[src/rtl/pa_seq_pkg.sv]
package pa_seq_pkg;

    typedef enum logic [2:0] {
        PH_IDLE   = 3'd0,
        PH_SAMPLE = 3'd1,
        PH_READY  = 3'd2,
        PH_HOME   = 3'd3,
        PH_LOOP   = 3'd4
    } phase_e;

    localparam int NUM_BANDS = 2;

    typedef struct packed {
        logic                 smp;
        logic                 prebias;
        logic                 home;
        logic                 xfer;
        logic [NUM_BANDS-1:0] fb;
        logic [NUM_BANDS-1:0] drv;
        logic [NUM_BANDS-1:0] frc;
    } sw_t;

    function automatic logic phase_closes_prebias(phase_e ph);
        return (ph == PH_IDLE) || (ph == PH_SAMPLE) || (ph == PH_READY);
    endfunction

    function automatic logic phase_closes_home(phase_e ph);
        return (ph == PH_HOME) || (ph == PH_LOOP);
    endfunction

endpackage

[src/rtl/pa_sync2.sv]
module pa_sync2 #(
    parameter int W = 3
) (
    input  logic         clk,
    input  logic         rst,
    input  logic [W-1:0] d_i,
    output logic [W-1:0] q_o
);
    for (genvar i = 0; i < W; i++) begin : g_bit
        logic s1_q, s2_q;
        always_ff @(posedge clk) begin
            if (rst) begin
                s1_q <= 1'b0;
                s2_q <= 1'b0;
            end else begin
                s1_q <= d_i[i];
                s2_q <= s1_q;
            end
        end
        assign q_o[i] = s2_q;
    end
endmodule

[src/rtl/pa_seq_fsm.sv]
module pa_seq_fsm
    import pa_seq_pkg::*;
#(
    parameter int SAMPLE_CYC = 2000,
    parameter int HOME_CYC   = 250
) (
    input  logic   clk,
    input  logic   rst,
    input  logic   pu_s,
    input  logic   band_s,
    input  logic   ramp_s,
    output phase_e phase_o,
    output logic   band_o
);
    localparam int MAXC = (SAMPLE_CYC > HOME_CYC) ? SAMPLE_CYC : HOME_CYC;
    localparam int CW   = (MAXC > 1) ? $clog2(MAXC) : 1;
    localparam logic [CW-1:0] SMP_LAST  = CW'(SAMPLE_CYC - 1);
    localparam logic [CW-1:0] HOME_LAST = CW'(HOME_CYC - 1);

    phase_e        phase_q, phase_d;
    logic [CW-1:0] cnt_q;
    logic          band_q;

    always_comb begin
        phase_d = phase_q;
        if (!pu_s) begin
            phase_d = PH_IDLE;
        end else begin
            unique case (phase_q)
                PH_IDLE:   phase_d = PH_SAMPLE;
                PH_SAMPLE: if (cnt_q == SMP_LAST)  phase_d = PH_READY;
                PH_READY:  if (ramp_s)             phase_d = PH_HOME;
                PH_HOME:   if (cnt_q == HOME_LAST) phase_d = PH_LOOP;
                PH_LOOP:   phase_d = PH_LOOP;
                default:   phase_d = PH_IDLE;
            endcase
        end
    end

    always_ff @(posedge clk) begin
        if (rst) begin
            phase_q <= PH_IDLE;
            cnt_q   <= '0;
            band_q  <= 1'b0;
        end else begin
            phase_q <= phase_d;
            if (phase_d != phase_q) cnt_q <= '0;
            else                    cnt_q <= cnt_q + 1'b1;
            if (phase_q == PH_IDLE && pu_s) band_q <= band_s;
        end
    end

    assign phase_o = phase_q;
    assign band_o  = band_q;
endmodule

[src/rtl/pa_sw_decode.sv]
module pa_sw_decode
    import pa_seq_pkg::*;
(
    input  phase_e phase_i,
    input  logic   band_i,
    output sw_t    sw_o
);
    logic active;
    assign active = (phase_i != PH_IDLE);

    always_comb begin
        sw_o.smp     = (phase_i == PH_IDLE) || (phase_i == PH_SAMPLE);
        sw_o.prebias = phase_closes_prebias(phase_i);
        sw_o.home    = phase_closes_home(phase_i);
        sw_o.xfer    = (phase_i == PH_LOOP);
    end

    for (genvar b = 0; b < NUM_BANDS; b++) begin : g_band
        logic sel;
        assign sel         = active && (band_i == b[0]);
        assign sw_o.drv[b] = sel;
        assign sw_o.frc[b] = !sel;
        assign sw_o.fb[b]  = sel && (phase_i != PH_LOOP);
    end
endmodule

[src/rtl/pa_burst_seq.sv]
module pa_burst_seq
    import pa_seq_pkg::*;
#(
    parameter int CLK_MHZ   = 125,
    parameter int SAMPLE_US = 16,
    parameter int HOME_US   = 2
) (
    input  logic       clk,
    input  logic       rst,
    input  logic       pwr_up_i,
    input  logic       band_i,
    input  logic       ramp_i,
    output logic       smp_sw_o,
    output logic       prebias_sw_o,
    output logic       home_sw_o,
    output logic       xfer_sw_o,
    output logic [1:0] fb_sw_o,
    output logic [1:0] drv_pu_o,
    output logic [1:0] force_low_o,
    output logic [2:0] phase_o
);
    localparam int SAMPLE_CYC = CLK_MHZ * SAMPLE_US;
    localparam int HOME_CYC   = CLK_MHZ * HOME_US;

    logic [2:0] sync_q;
    phase_e     phase;
    logic       band_lat;
    sw_t        sw;

    pa_sync2 #(.W(3)) u_sync (
        .clk (clk),
        .rst (rst),
        .d_i ({ramp_i, band_i, pwr_up_i}),
        .q_o (sync_q)
    );

    pa_seq_fsm #(.SAMPLE_CYC(SAMPLE_CYC), .HOME_CYC(HOME_CYC)) u_fsm (
        .clk     (clk),
        .rst     (rst),
        .pu_s    (sync_q[0]),
        .band_s  (sync_q[1]),
        .ramp_s  (sync_q[2]),
        .phase_o (phase),
        .band_o  (band_lat)
    );

    pa_sw_decode u_dec (
        .phase_i (phase),
        .band_i  (band_lat),
        .sw_o    (sw)
    );

    assign smp_sw_o     = sw.smp;
    assign prebias_sw_o = sw.prebias;
    assign home_sw_o    = sw.home;
    assign xfer_sw_o    = sw.xfer;
    assign fb_sw_o      = sw.fb;
    assign drv_pu_o     = sw.drv;
    assign force_low_o  = sw.frc;
    assign phase_o      = phase;
endmodule

[config.mk]
export PLATFORM = sky130hd
export DESIGN_NAME = pa_burst_seq
export DESIGN_NICKNAME = d
export VERILOG_FILES = /design/src/rtl/pa_seq_pkg.sv /design/src/rtl/pa_sync2.sv /design/src/rtl/pa_seq_fsm.sv /design/src/rtl/pa_sw_decode.sv /design/src/rtl/pa_burst_seq.sv
export SDC_FILE = /design/constraint.sdc
export NUM_CORES = 1
export LEC_CHECK = 0
export ABC_CLOCK_PERIOD_IN_PS = 2190
export BUFFER_PORTS_ARGS = -buffer_cell sky130_fd_sc_hd__clkbuf_2
export CAP_MARGIN = 5
export CORE_MARGIN = 2
export CORE_UTILIZATION = 32
export DETAILED_ROUTE_END_ITERATION = 16
export GPL_ROUTABILITY_DRIVEN = 0
export PLACE_DENSITY_LB_ADDON = 0.2
export SYNTH_ARGS = -nofsm -noshare
export SYNTH_HDL_FRONTEND = slang
export SYNTH_SLANG_ARGS = --single-unit
[constraint.sdc]
create_clock -name clk -period 2.19 [get_ports clk]
set_clock_uncertainty 0.2 [all_clocks]
set_input_delay 0.219 -clock clk [delete_from_list [all_inputs] [get_ports clk]]
set_output_delay 0.219 -clock clk [all_outputs]
set_load 0.05 [all_outputs]
==> flow_summary.json, run 1 <==
{
  "status": "finished, final reports clean",
  "fin_ws_ps": 151,
  "ys_seq_area_share_pct": 40.0,
  "whs_ps": 14.8,
  "worst_skew_pair.late_latency_ps": 300,
  "synth_warnings": 0,
  "vias": 792,
  "ys.flop_type": "dfxtp_1",
  "cp.depth": 5,
  "htreeDepth": 1,
  "end_kind": "primary output",
  "syn_area_um2": 1050,
  "synthArstFlopShare_pct": 0,
  "crit_slowest_cell": "dfxtp_1",
  "slew_viol_final": 0,
  "startpoint_type": "register",
  "layout_min_cycle_time_ps": 2040,
  "io_buffers": 17,
  "synth_xor_area_share_pct": 7.49,
  "hold_violations": 0,
  "grt_pass1_wl_um": 3390,
  "via_per_inst": 4.55,
  "ys_ff_latch": 21,
  "holdPathStages": 2,
  "setup_viol": 0,
  "grt_max_degree": 13,
  "cts_setup_buffers": 0,
  "place_hpwl_um": 1360,
  "r2r-start": "u_fsm.cnt_q[0]",
  "slew_headroom_pct": 74.5,
  "seqCellArea_um2": 422,
  "startpoint": "u_fsm.phase_o[0]",
  "worstPathRequired_ps": 1770,
  "start_util_pct": 33.9,
  "max-vdd-ir-drop_mv": 0.235,
  "root_buffer": "clkbuf_4",
  "multiInputGateArea_um2": 564,
  "cts.sinks": 21,
  "path_clk_slew_ps": 130,
  "synth-compound-area-share_pct": 4.64,
  "rsz0062_at_grt": "no",
  "drive_gt1_share_pct": 31.5,
  "synth-simple-area-share_pct": 37.8,
  "pwr_density_cell_nw_per_um2": 532,
  "synth_top_family_by_area": "simple AND/OR/NAND/NOR gates",
  "nNetsFinal": 138,
  "die_x_um": 61.3,
  "finalWirelength_um": 1860,
  "rr_worst_depth": 6,
  "syn_area_per_cell_um2": 9.57,
  "worst_ep_arrival_time_ps": 1620,
  "final_util_pct": 39.1,
  "routedWlPerCell_um": 10.7,
  "fin_crit_sh_pct": 93.1,
  "crit_chain": "or2_2, nor2_1, or2_2, inv_1, clkbuf_2",
  "critPathMaxStageDelay_ps": 480,
  "synth.distinct_cells": 35,
  "synthMuxAreaShare_pct": 0.951,
  "synth_edf_count": 0,
  "overflow": 0,
  "die_area_um2": 3760,
  "fin_tns_setup_ps": 0,
  "crit_fanout": 9,
  "hp-class": "primary input to register",
  "tightest_slew_ps": 383,
  "crit_type": "register to primary output",
  "cts_tree": "yes",
  "clockBufferDepth": 2,
  "fp.dieH_um": 61.3,
  "grt_pass1_vias": 756,
  "rows": 20,
  "synth-adder-area-share_pct": 2.38,
  "crit_buf_inv": 2,
  "antenna_left": 0,
  "num_antenna_cells": 0,
  "cp_top_family": "simple AND/OR/NAND/NOR gates",
  "grtUsageTotal_pct": 12.1,
  "crit_path_frequent_cell": "or2_2",
  "hp-start": "rst",
  "synth_fp_nets": 117,
  "numCtsBuffers": 3,
  "dr.pass1.iters": 4,
  "fmax_ghz": 0.490,
  "drt_iter0_drc": 15,
  "dp_slack_ps": 388,
  "drc": 0,
  "antenna_found_initial": 0,
  "area.growth.synth_to_final_pct": 15.3,
  "core_area_um2": 3100,
  "fillers": 338,
  "io_pins": 18,
  "power_leakage_nw": 0.504,
  "drv_cap": 0,
  "synthesis.instances": 110,
  "p_total_mw": 0.646
}
==> final cells by class <==
class                           instances  share of cell area (%)
Multi-Input combinational cell         79                    46.5
Sequential cell                        21                    34.7
Timing Repair Buffer                   22                    10.7
Tap cell                               44                    4.54
Clock buffer                            3                    1.86
Inverter                                4                    1.24
Clock inverter                          1                   0.412
==> cells by family after synthesis <==
group	count (synthesis)
adders and majority gates	2
DFF	21
xor gates and xnor gates	9
and+or+nand+nor	59
buffers and inverters	10
muxes	1
AOI/OAI and AO/OA	8
==> routing by layer <==
metal / share of wire, % / track usage, % / vias up
met5: 0 / 0 / -
met4: 0.80 / 5.47 / 0
met3: 3.0 / 2.52 / 2
met2: 44 / 18.7 / 11
met1: 53 / 16.2 / 365
li1: - / - / 414
==> synthesized netlist by cell type (all sizes together), types with 3 or more instances <==
cell type	number	area, um^2
o21ai	4	20.0
dfxtp	21	420
nor3	15	125
nand3	5	30.0
nor2b	6	37.5
nand2b	3	28.8
inv	4	15.0
xnor2	4	35.0
nand2	6	22.5
buf	6	56.3
nor2	9	33.8
xor2	5	43.8
==> timing repair <==
item                                    in CTS  in global routing
endpoints found under the setup margin       0                  1
endpoints found under the hold margin        3                  0
hold buffers                                 3                  0
gates resized for setup                      0                  1
==> layout by cell type (no fill, tap or decap), types with 2 or more instances in the layout <==
| cell type | n |
|---|---|
| and2_1 | 2 |
| buf_4 | 2 |
| clkbuf_2 | 17 |
| clkbuf_4 | 3 |
| dfxtp_1 | 20 |
| dlygate4sd3_1 | 3 |
| ha_1 | 2 |
| inv_1 | 4 |
| nand2_1 | 6 |
| nand3_1 | 4 |
| nand4_1 | 2 |
| nor2_1 | 9 |
| nor2b_1 | 6 |
| nor3_1 | 5 |
| nor3_2 | 10 |
| o21ai_0 | 2 |
| or2_2 | 2 |
| xnor2_1 | 4 |
| xor2_1 | 5 |
==> where the power goes <==
group,internal (mW),switching [mW]
logic,0.0244,0.0326
clock network,0.0680,0.121
registers,0.392,0.00820
==> worst reg2reg max path: cells and delay by family (launching register included) <==
kind / cells / cell delay [ps]
and+or+nand+nor: 3 / 520
buffers and inverters: 1 / 180
AOI/OAI and AO/OA: 1 / 140
DFF: 1 / 420
adders and majority gates: 1 / 240
==> state kept, by name (all words and copies together) (netlist names) <==
register / flops
u_fsm.cnt_q: 11
u_fsm.phase_o: 3
u_sync.g_bit.s1_q: 3
u_sync.g_bit.s2_q: 3
u_fsm.band_o: 1
==> metrics by stage <==
stage,area (um^2),std cells
3_5_place_dp,1150,167
3_3_place_gp,1150,167
5_1_grt,1210,174
6_report,1210,174
4_1_cts,1210,174
2_1_floorplan,1060,110
==> path summary, 6_finish.rpt <==
path	end	slack [ps]
worst min-delay path	u_sync.g_bit[1].s1_q	10
worst max register to register	u_fsm.cnt_q[8]	390
worst min register to register	u_sync.g_bit[2].s2_q	250
worst max-delay path	drv_pu_o[0]	150
Power figures use the tool's default switching activity.
==> run 2, diff against run 1 <==
--- a/config.mk
+++ b/config.mk
@@ -5,6 +5,7 @@
 export SDC_FILE = /design/constraint.sdc
 export NUM_CORES = 1
 export LEC_CHECK = 0
+export ABC_AREA = 1
 export ABC_CLOCK_PERIOD_IN_PS = 2190
 export BUFFER_PORTS_ARGS = -buffer_cell sky130_fd_sc_hd__clkbuf_2
 export CAP_MARGIN = 5
==> flow_summary.json, run 2 <==
{
  "fin_cells": 200,
  "antenna_left": 0,
  "synth_top_area_share_pct": 39.3,
  "place_hpwl_um": 1380,
  "clockPowerShare_pct": 28.5,
  "clockBufferDepth": 2,
  "p_comb_share_pct": 8.8,
  "synth_area_leaders": "dfxtp_1, nor2_1, nor2_2",
  "worst_ep_arrival_time_ps": 1540,
  "grt_max_degree": 12,
  "synth_fp_nets": 145,
  "intPower_mw": 0.485,
  "rows": 20,
  "p_total_mw": 0.641,
  "layout_common_cells": "nor2_1, dfxtp_1, inv_1, clkbuf_2, nand2_1",
  "largest_reg_flops": 11,
  "grt_pass1_vias": 672,
  "start_util_pct": 34.2,
  "largest-register": "u_fsm.cnt_q",
  "synth.top_cells.by_count": "nor2_1, dfxtp_1, inv_1",
  "max-vdd-ir-drop_mv": 0.233,
  "cts_tree": "yes",
  "hold_violations": 0,
  "placed_area_um2": 1180,
  "setup_viol": 0,
  "core_area_um2": 3130,
  "power_leakage_nw": 0.502,
  "die_area_um2": 3820,
  "io_pins": 18,
  "pwr-share-seq_pct": 62.7,
  "slew_viol_final": 0,
  "ys.flop_type": "dfxtp_1",
  "status": "finished, final reports clean",
  "synthArstFlopShare_pct": 0,
  "r2r-start": "u_fsm.cnt_q[0]",
  "rsz0062_at_grt": "no",
  "p_sw_mw": 0.156,
  "syn_area_per_cell_um2": 7.75,
  "grtUsageTotal_pct": 10.1,
  "vias": 826,
  "htreeDepth": 1,
  "crit_fanout": 8,
  "routedWlPerCell_um": 8.76,
  "antenna_found_initial": 0,
  "io_buffers": 17,
  "nNetsFinal": 164,
  "synth_warnings": 0,
  "dp.cells": 193,
  "ys_ff_latch": 21,
  "cts.sinks": 21,
  "fp.dieH_um": 61.8,
  "tightest_slew_ps": 420,
  "hp-class": "primary input to register",
  "startpoint": "u_fsm.phase_o[1]",
  "via_per_inst": 4.13,
  "switching_share_pct": 24.4,
  "whs_ps": 35.3,
  "syn_area_um2": 1070,
  "slew_headroom_pct": 72.0,
  "finalWirelength_um": 1750,
  "path_clk_slew_ps": 110,
  "drv_cap": 0,
  "crit_type": "register to primary output",
  "synth.distinct_cells": 24,
  "numCtsBuffers": 3,
  "final_area_um2": 1250,
  "startpoint_type": "register",
  "fmax_ghz": 0.510,
  "layout_min_cycle_time_ps": 1960,
  "drt_iter0_drc": 9,
  "end_kind": "primary output",
  "layout_commonest_cell": "nor2_1",
  "pwr_density_cell_nw_per_um2": 513,
  "hp-start": "rst",
  "yosys.area.top_type": "dfxtp_1",
  "root_buffer": "clkbuf_4",
  "worst_skew_pair.late_latency_ps": 290,
  "drive_gt1_share_pct": 34.0,
  "fin_crit_sh_pct": 89.5,
  "grt_pass1_wl_um": 2860,
  "area.growth.synth_to_final_pct": 16.7,
  "fin_tns_setup_ps": 0,
  "overflow": 0,
  "ys_seq_area_share_pct": 39.3,
  "synthesis.instances": 138,
  "die_x_um": 61.8,
  "synth_edf_count": 0,
  "dr.pass1.iters": 4,
  "num_antenna_cells": 0,
  "drc": 0,
  "worstPathRequired_ps": 1770,
  "yosysMostFrequentCell": "nor2_1"
}
==> run 2: cells by family after synthesis <==
group / Yosys count / share of synthesized area [%]
and+or+nand+nor: 75 / 36.1
xor gates and xnor gates: 9 / 7.37
buffers and inverters: 26 / 11.6
adders and majority gates: 2 / 2.34
AOI/OAI and AO/OA: 5 / 3.28
DFF: 21 / 39.3
==> run 2: routing by layer <==
layer  vias up  part of all wire, %  GRT usage, %  wire length [um]
met3         2                  2.7          1.86                48
met1       359                   50          14.0               882
met4         0                 0.86          5.47                15
li1        457                    -             -                 -
met2         8                   46          14.9               805
met5         -                    0             0                 0
==> run 2: worst max-delay path: stages (launching register included) <==
cell,delay [ps]
dfxtp_2,400
nor2_2,200
inv_2,70
nor2_1,170
nor2_1,80
inv_1,50
clkbuf_2,260
==> run 2: final cells by class <==
type	count	area, um^2
Tap cell	44	55.1
Clock buffer	4	26.3
Inverter	20	75.1
Multi-Input combinational cell	91	554
Fill cell	335	1880
Sequential cell	21	423
Timing Repair Buffer	20	115
==> run 2: timing repair <==
item / 4_1_cts / 5_1_grt
hold buffers: 3 / 0
buffers inserted: 0 / 0
endpoints found under the hold margin: 3 / 0
setup endpoints to repair: 0 / 2
gates resized for setup: 0 / 2
==> run 2: through the flow <==
stage                     utilization, %  setup WS, ps
after floorplan                        -          64.4
after global placement              37.8           236
after detailed placement            37.8           216
after CTS                           39.6           116
after global routing                39.9          90.3
final                               39.9           231
==> run 2: power groups by stage <==
stage	logic (mW)	registers, mW	clock network (mW)
2_1_floorplan	0.0448	0.410	0
3_3_place_gp	0.0505	0.410	0
3_5_place_dp	0.0512	0.411	0
4_1_cts	0.0556	0.402	0.196
5_1_grt	0.0620	0.404	0.205
6_report	0.0561	0.402	0.183
==> run 2: worst paths after layout <==
path	cells past startpoint	slack, ps	end
setup reg to reg	11	330	u_fsm.cnt_q[9]
hold / removal	2	40	u_fsm.phase_o[0]
hold reg to reg	2	210	u_sync.g_bit[0].s2_q
setup / recovery	6	230	force_low_o[0]
